==> src/rtl/rdt_pkg.sv <==
package rdt_pkg;

   typedef enum logic [1:0] {
      ST_HOLD  = 2'd0,
      ST_COUNT = 2'd1,
      ST_DONE  = 2'd2
   } rdt_state_e;

   localparam int MODE_W = 3;

   // RC class when the top mode bit is set; lower bits do not matter here
   function automatic logic mode_is_rc(input logic [MODE_W-1:0] mode);
      return mode[MODE_W-1];
   endfunction

endpackage

==> src/rtl/rdt_cause_flag.sv <==
module rdt_cause_flag (
   input  logic clk,
   input  logic por,
   input  logic first_done,
   output logic first_pending
);

   always_ff @(posedge clk or posedge por) begin
      if (por) begin
         first_pending <= 1'b1;
      end else if (first_done) begin
         first_pending <= 1'b0;
      end
   end

   p_flag_sticky_r3 : assert property (@(posedge clk) disable iff (por)
      !first_pending |=> !first_pending);

endmodule

==> src/rtl/rdt_limit_sel.sv <==
module rdt_limit_sel #(
   parameter int LONG_TICKS  = 4608,
   parameter int SHORT_TICKS = 77,
   parameter int CNT_W       = $clog2(LONG_TICKS + 1)
) (
   input  logic             first_pending,
   input  logic             rc_mode,
   output logic [CNT_W-1:0] terminal
);

   localparam logic [CNT_W-1:0] LONG_TC  = CNT_W'(LONG_TICKS - 1);
   localparam logic [CNT_W-1:0] SHORT_TC = CNT_W'(SHORT_TICKS - 1);

   generate
      if (LONG_TICKS == SHORT_TICKS) begin : g_single
         logic unused_sel;
         assign unused_sel = first_pending ^ rc_mode;
         assign terminal   = LONG_TC;
      end else begin : g_dual
         always_comb begin
            if (rc_mode && !first_pending) terminal = SHORT_TC;
            else                           terminal = LONG_TC;
         end
      end
   endgenerate

   always_comb begin
      a_short_only_rc_r4 : assert (!(terminal != LONG_TC) || (rc_mode && !first_pending));
   end

endmodule

==> src/rtl/rdt_seq.sv <==
module rdt_seq
   import rdt_pkg::*;
#(
   parameter int CNT_W = 8
) (
   input  logic             clk,
   input  logic             por,
   input  logic             pin_hi,
   input  logic             retrig,
   input  logic [CNT_W-1:0] term_in,
   output logic             core_rst,
   output logic             busy,
   output logic             done
);

   rdt_state_e       state_q, state_d;
   logic [CNT_W-1:0] cnt_q, cnt_d;
   logic [CNT_W-1:0] term_q, term_d;
   logic             at_tc;

   assign at_tc = (cnt_q == term_q);
   assign done  = (state_q == ST_COUNT) && at_tc && pin_hi && !retrig;

   always_comb begin
      state_d = state_q;
      cnt_d   = cnt_q;
      term_d  = term_q;
      if (!pin_hi) begin
         state_d = ST_HOLD;
         cnt_d   = '0;
      end else if (retrig || (state_q == ST_HOLD)) begin
         state_d = ST_COUNT;
         cnt_d   = '0;
         term_d  = term_in;
      end else if (state_q == ST_COUNT) begin
         if (at_tc) begin
            state_d = ST_DONE;
            cnt_d   = '0;
         end else begin
            cnt_d = cnt_q + 1'b1;
         end
      end
   end

   always_ff @(posedge clk or posedge por) begin
      if (por) begin
         state_q <= ST_HOLD;
         cnt_q   <= '0;
         term_q  <= '0;
      end else begin
         state_q <= state_d;
         cnt_q   <= cnt_d;
         term_q  <= term_d;
      end
   end

   assign core_rst = (state_q != ST_DONE);
   assign busy     = (state_q == ST_COUNT);

   p_count_step_r3 : assert property (@(posedge clk) disable iff (por)
      (busy && pin_hi && !retrig && !at_tc) |=> (busy && cnt_q == $past(cnt_q) + 1'b1));

   p_release_after_tc_r3 : assert property (@(posedge clk) disable iff (por)
      (busy && at_tc && pin_hi && !retrig) |=> !core_rst);

   p_restart_zero_r8 : assert property (@(posedge clk) disable iff (por)
      (!core_rst && pin_hi && retrig) |=> (busy && cnt_q == '0));

endmodule

==> src/rtl/por_delay_timer.sv <==
module por_delay_timer
   import rdt_pkg::*;
#(
   parameter int LONG_TICKS  = 4608,
   parameter int SHORT_TICKS = 77
) (
   input  logic              tmr_clk,
   input  logic              por_i,
   input  logic              ext_rst_n,
   input  logic              wdt_timeout,
   input  logic [MODE_W-1:0] osc_mode,
   output logic              core_rst,
   output logic              busy
);

   localparam int CNT_W = $clog2(LONG_TICKS + 1);

   generate
      if (SHORT_TICKS < 1) begin : g_bad_short
         $error("SHORT_TICKS must be at least 1");
      end
      if (LONG_TICKS < 2) begin : g_bad_long
         $error("LONG_TICKS must be at least 2");
      end
      if (LONG_TICKS < SHORT_TICKS) begin : g_bad_order
         $error("LONG_TICKS must not be below SHORT_TICKS");
      end
   endgenerate

   logic             rc_mode;
   logic             retrig;
   logic             first_pending;
   logic             first_done;
   logic [CNT_W-1:0] terminal;

   assign rc_mode = mode_is_rc(osc_mode);
   assign retrig  = wdt_timeout && !rc_mode;

   rdt_cause_flag u_cause (
      .clk           (tmr_clk),
      .por           (por_i),
      .first_done    (first_done),
      .first_pending (first_pending)
   );

   rdt_limit_sel #(
      .LONG_TICKS  (LONG_TICKS),
      .SHORT_TICKS (SHORT_TICKS),
      .CNT_W       (CNT_W)
   ) u_limit (
      .first_pending (first_pending),
      .rc_mode       (rc_mode),
      .terminal      (terminal)
   );

   rdt_seq #(
      .CNT_W (CNT_W)
   ) u_seq (
      .clk      (tmr_clk),
      .por      (por_i),
      .pin_hi   (ext_rst_n),
      .retrig   (retrig),
      .term_in  (terminal),
      .core_rst (core_rst),
      .busy     (busy),
      .done     (first_done)
   );

   p_busy_holds_core_r9 : assert property (@(posedge tmr_clk) disable iff (por_i)
      busy |-> core_rst);

   p_pin_low_hold_r2 : assert property (@(posedge tmr_clk) disable iff (por_i)
      !ext_rst_n |=> (core_rst && !busy));

   p_xtal_wdt_retrig_r6 : assert property (@(posedge tmr_clk) disable iff (por_i)
      (ext_rst_n && wdt_timeout && !osc_mode[MODE_W-1]) |=> (core_rst && busy));

   p_rc_wdt_ignored_r7 : assert property (@(posedge tmr_clk) disable iff (por_i)
      (!core_rst && ext_rst_n && wdt_timeout && osc_mode[MODE_W-1]) |=> !core_rst);

   p_release_ends_first_r3 : assert property (@(posedge tmr_clk) disable iff (por_i)
      $fell(core_rst) |-> !first_pending);

endmodule

==> config.mk <==
export PLATFORM = sky130hd
export DESIGN_NAME = por_delay_timer
export DESIGN_NICKNAME = d
export VERILOG_FILES = /design/src/rtl/rdt_pkg.sv /design/src/rtl/rdt_cause_flag.sv /design/src/rtl/rdt_limit_sel.sv /design/src/rtl/rdt_seq.sv /design/src/rtl/por_delay_timer.sv
export SDC_FILE = /design/constraint.sdc
export NUM_CORES = 1
export LEC_CHECK = 0
export BUFFER_PORTS_ARGS = -buffer_cell sky130_fd_sc_hd__buf_2
export CAP_MARGIN = 20
export CORE_MARGIN = 2
export CORE_UTILIZATION = 55
export DETAILED_ROUTE_END_ITERATION = 12
export PLACE_DENSITY = 0.74
export SYNTH_ARGS = -nofsm -noshare
export SYNTH_HDL_FRONTEND = slang
export SYNTH_SLANG_ARGS = --single-unit
==> constraint.sdc <==
create_clock -name tmr_clk -period 3.6 [get_ports tmr_clk]
set_clock_uncertainty 0.05 [all_clocks]
set_input_delay 0.72 -clock tmr_clk [delete_from_list [all_inputs] [get_ports tmr_clk]]
set_output_delay 0.72 -clock tmr_clk [all_outputs]
set_load 0.01 [all_outputs]
# --- Yosys cells after proc, flatten, opt, wreduce, memory -nomap -nowiden ---
# Cells that the tools add are included.
# Widths: inputs -> output; s select.
totals:
  input_bits: 7
  register_bits: 29
  out_inout_bits: 2
  word_cells: 31
classes:
  n_eq_ne: 5
  addsub: 1
  reduce_logical: 12
  n_mux: 9
ops:
  columns: ["cell", "count"]
  rows:
  - ["$mux 13", 5]
  - ["$add 13x1->13 const B", 1]
  - ["$eq 13x13->1", 1]
  - ["$mux 2", 4]
  - ["$ne 3x1->1 const B", 2]
  - ["$logic_and 1x1->1", 5]
  - ["$reduce_and 2->1", 2]
  - ["$logic_not 1->1", 3]
  - ["$eq 2x1->1 const B", 1]
  - ["$logic_not 2->1", 1]
  - ["$ne 2x2->1 const B", 1]
  - ["$logic_or 1x1->1", 1]

# --- Depth between registers and ports, before layout ---
logic_depth:
  ltp_word: 5
  ltp_mapped: 6
  ltp_nobuf: 5

# --- Modules after synthesis ---
# From an unflattened synthesis, not the netlist that was laid out.
hier_totals:
  cells_unflattened: 146
  hier_area_um2: 1635.3
by_module_without_submodules:
  columns: ["module", "seq_area_each_um2", "cells_per_inst", "area_each_um2", "instances"]
  rows:
  - ["rdt_seq", 700.7, 127, 1473.9, 1]
  - ["rdt_limit_sel", 0.0, 15, 103.8, 1]
  - ["rdt_cause_flag", 26.3, 3, 43.8, 1]
  - ["por_delay_timer", 0.0, 1, 13.8, 1]

# --- Worst setup path after synthesis ---
# No wires, ideal clock.
synth_timing:
  path_type: "input-to-reg"
  start: "input port osc_mode[2]"
  end: "register u_seq.cnt_q[9]"
  path_slack_ns: 1.487
  required_time_ns: 3.463
  cell_stages: 6
  setup_time_ns: 0.087
  t_arrival_ns: 1.976
  path_buffers: 2
  cell_sequence: "nand2b_1 > clkbuf_1 > and3_1 > buf_2 > or4_1 > a22oi_1"
synth_via:
  elab_chain_len: 5
  elab_cells_between_ends: 6
  cone_classes: "eq/ne: 1; mux: 2; reduce/logical: 3"
synth_rtl:
  columns: ["item", "line_no", "text"]
  rows:
  - ["start, declared", "por_delay_timer.sv:11", "input logic [MODE_W-1:0] osc_mode,"]
  - ["$logic_not 1->1 (*)", "por_delay_timer.sv:37", "assign retrig = wdt_timeout && !rc_mode;"]
  - ["$logic_and 1x1->1 (*)", "por_delay_timer.sv:37", null]
  - ["$logic_or 1x1->1 (*)", "rdt_seq.sv:31", "end else if (retrig || (state_q == ST_HOLD)) begin"]
  - ["$mux 13", "rdt_seq.sv:31", null]
  - ["$mux 13", "rdt_seq.sv:28", "if (!pin_hi) begin"]
  - ["end signal, assigned", "rdt_seq.sv:52", "cnt_q <= cnt_d;"]
  - ["end, declared", "rdt_seq.sv:17", "logic [CNT_W-1:0] cnt_q, cnt_d;"]
# Every way passes the cells marked *; elsewhere a longest branch is shown, timed or not.
# A chain may end at the register's enable or synchronous reset.

# --- Worst setup path in the final report ---
layout_timing:
  start: "register u_seq.cnt_q[8]"
  end: "register u_seq.cnt_q[3]"
layout_via:
  elab_chain_len: 5
layout_rtl:
  columns: ["item", "line_no", "text"]
  rows:
  - ["$eq 13x13->1", "rdt_seq.sv:21", "assign at_tc = (cnt_q == term_q);"]
  - ["$mux 13", "rdt_seq.sv:36", "if (at_tc) begin"]
  - ["$mux 13", "rdt_seq.sv:35", "end else if (state_q == ST_COUNT) begin"]
  - ["$mux 13", "rdt_seq.sv:31", null]
  - ["$mux 13", "rdt_seq.sv:28", null]
# Every way passes these cells. The select of a mux whose other input is x is not followed.

==> flow_metrics.env <==
export IMPL_clkTransAtPathRegs_ns=0.10
export IMPL_hpwl_um=1565
export IMPL_whs_ns=0.4115
export IMPL_start_util_pct=59.79
export IMPL_cts_max_path_buffers=2
export IMPL_cts_tree="built"
export IMPL_hp_start="u_cause.first_pending"
export IMPL_reg2reg_to="u_seq.cnt_q[3]"
export IMPL_antenna_cells=0
export IMPL_async_reset_ff_share_pct=100.0
export IMPL_clock_latency_ns=0.30
export IMPL_port_buffers=6
export IMPL_grt_max_degree=19
export IMPL_synth_edf_count=0
export IMPL_postCtsSetupBuffers=0
export IMPL_grtUsageTotal_pct=23.12
export IMPL_holdBufCountCts=0
export IMPL_max_stage_delay_ns=0.54
export IMPL_period_needed_ns=2.142
export IMPL_setup_viol=0
export IMPL_layout_setup_ws_ns=1.458
export IMPL_dr_total_vias=917
export IMPL_tns_ns=0
export IMPL_critPathSlowestCell="or4_1"
export IMPL_muxShareOfSynthArea_pct=1.408
export IMPL_core_um2=1783
export IMPL_critPathTopFamily="compound AO/OA/AOI/OAI gates"
export IMPL_synth_compound_area_share_pct=23.36
export IMPL_io_pins=9
export IMPL_syn_nets=120
export IMPL_yosysTopAreaCellShare_pct=39.91
export IMPL_yosysTopAreaCell="dfrtp_1"
export IMPL_fmax_ghz=0.4669
export IMPL_postRouteAntennaNets=0
export IMPL_die_h_um=48.03
export IMPL_reg2reg_depth=4
export IMPL_yosysSeqAreaShare_pct=42.37
export IMPL_drive_gt1_share_pct=13.04
export IMPL_ctsResizeCount=0
export IMPL_nets=124
export IMPL_fp_dieW_um=48.03
export IMPL_ys_warnings_count=0
export IMPL_avgSynthCellArea_um2=9.518
export IMPL_syn_to_final_growth_pct=6.338
export IMPL_worstSetupEndpointType="flop"
export IMPL_worst_path_buf_inv=0
export IMPL_startpoint_type="flop"
export IMPL_dr_pass1_iters=4
export IMPL_finalHoldViolCount=0
export IMPL_gp_congestion=0.8123
export IMPL_syn_area_um2=1066
export IMPL_hold_end="u_cause.first_pending"
export IMPL_status="finished, final reports clean"
export IMPL_synth_xor_area_share_pct=3.286
export IMPL_drt_iter0_markers=30
export IMPL_cp_required_ns=3.70
export IMPL_synth_main_ff_cell="dfrtp_1"
export IMPL_first_global_vias=797
export IMPL_path_class="flop to flop"
export IMPL_cts_buffers=3
export IMPL_path_cells="or4_1 > mux2_4 > o31ai_4 > a21oi_1"
export IMPL_r2r_start="u_seq.cnt_q[8]"
export IMPL_fin_util_pct=63.58
export IMPL_slew_viol_final=0
export IMPL_worstMarginPinSlew_ns=0.6719
export IMPL_grt_ovfl_total=0
export IMPL_peakVddDrop_uv=257.2
export IMPL_ys_top_cells_by_area="dfrtp_1 40%, or4_1 4.9%, a22oi_1 4.2%"
export IMPL_rsz0062_at_grt="no"
export IMPL_post_dp_cell_area_um2=1097
export IMPL_num_rows=15
export IMPL_max_cap_violations=0
export IMPL_yosys_cell_types_count=35
export IMPL_synth_top_family_by_area="simple AND/OR/NAND/NOR gates"
export IMPL_cp_arrival_ns=2.24
export IMPL_p_leak_nw=0.4244
export IMPL_dieArea_um2=2306
export IMPL_finalCritPeriodShare_pct=59.50
export IMPL_power_density_nw_per_um2=327.1
export IMPL_synthAdderAreaFrac_pct=1.174
export IMPL_reg2reg_setup_slack_ns=1.46
export IMPL_routed_wl_um=2237
export IMPL_yosys_area_share_simple_pct=23.83
export IMPL_slew_limit_headroom_pct=55.16
export IMPL_drc=0
export IMPL_crit_fanout=10
export IMPL_wl_per_cell_um=15.98
export IMPL_cts_root_buf="clkbuf_4"
export IMPL_final_cell_area_um2=1134
export IMPL_hold_path_class="flop to flop"
export IMPL_antenna_found_initial=0
export IMPL_htreeDepth=1
export IMPL_cts_sink_count=18
export IMPL_vias_per_cell=6.550
export IMPL_synthCells=112
export IMPL_holdPathStages=2
export IMPL_grt_pass1_wl_um=3622
export IMPL_dpl_worst_slack_ns=1.213
export IMPL_ys_ff_latch=18
==> final cells by class <==
class,count,area [µm²]
Fill cell,152,649.4
Multi-Input combinational cell,82,565.5
Sequential cell,18,451.7
Clock buffer,4,36.28
Tap cell,25,31.28
Timing Repair Buffer,6,30.03
Inverter,5,18.77
==> worst max-delay path by stage <==
stage	to	depth (start not counted)	startpoint
finish	u_seq.cnt_q[3]	4	u_seq.cnt_q[8]
global route	u_seq.cnt_q[12]	4	u_seq.cnt_q[8]
CTS	u_seq.cnt_q[11]	4	u_seq.cnt_q[8]
detailed placement	u_seq.cnt_q[11]	5	osc_mode[2]
global placement	u_seq.cnt_q[11]	5	osc_mode[2]
floorplan	u_seq.cnt_q[9]	6	osc_mode[2]
==> cell families after synthesis <==
family / after synthesis
buffers and inverters: 12
adder cells (fa/ha/maj): 1
multiplexers: 1
AND/OR/NAND/NOR: 42
flip-flops: 18
XOR/XNOR: 4
AO/OA/AOI/OAI: 34
==> routing by layer <==
layer	vias up	global-route usage, %	wire length (µm)
met2	24	35.73	1043
met5	-	0	0
li1	442	-	-
met4	0	7.568	20
met3	5	7.925	114
met1	446	30.37	1058
==> report_power, final <==
part           switching, W  internal (W)  total [W]
Sequential       0.00000416      0.000207   0.000211
Combinational     0.0000230     0.0000126  0.0000355
Clock             0.0000627     0.0000618   0.000124
==> registers in the layout, indices dropped and copies added, names as in the netlist <==
name                   count
u_seq.state_q              2
u_seq.cnt_q               13
u_seq.term_q               2
u_cause.first_pending      1
==> stage by stage <==
stage	instances	total power (W)
detailed placement	136	0.0002499
finish	140	0.0003708
global placement	136	0.0002491
floorplan	112	0.0002408
CTS	140	0.0003721
global route	140	0.0003846
==> cell usage after synthesis, types with 3 or more instances <==
cell / n
a21oi_1: 6
a22oi_1: 6
a311oi_1: 3
a31oi_1: 3
buf_2: 3
clkbuf_1: 4
dfrtp_1: 17
inv_1: 5
nand2_1: 7
nand2b_1: 3
nand3_1: 4
nand4_1: 6
o31ai_1: 6
or4_1: 7
xnor2_1: 4
==> worst min-delay path, cell delays in order, from the launching register on <==
cell     delay [ns]
dfstp_2        0.37
inv_1          0.05
a31oi_1        0.04
==> placed cells by master, fill, tap and decap left out, types with 3 or more instances in the layout <==
cell and count:
a311oi_1 3, nand2b_1 3, dfrtp_1 17, clkbuf_4 3, a31oi_1 3, or4_1 7, inv_1 5, nand3_1 4
buf_2 6, a22oi_1 6, xnor2_1 4, o31ai_1 6, nand4_1 6, a21oi_1 6, nand2_1 7
(Power assumes the default switching activity.)
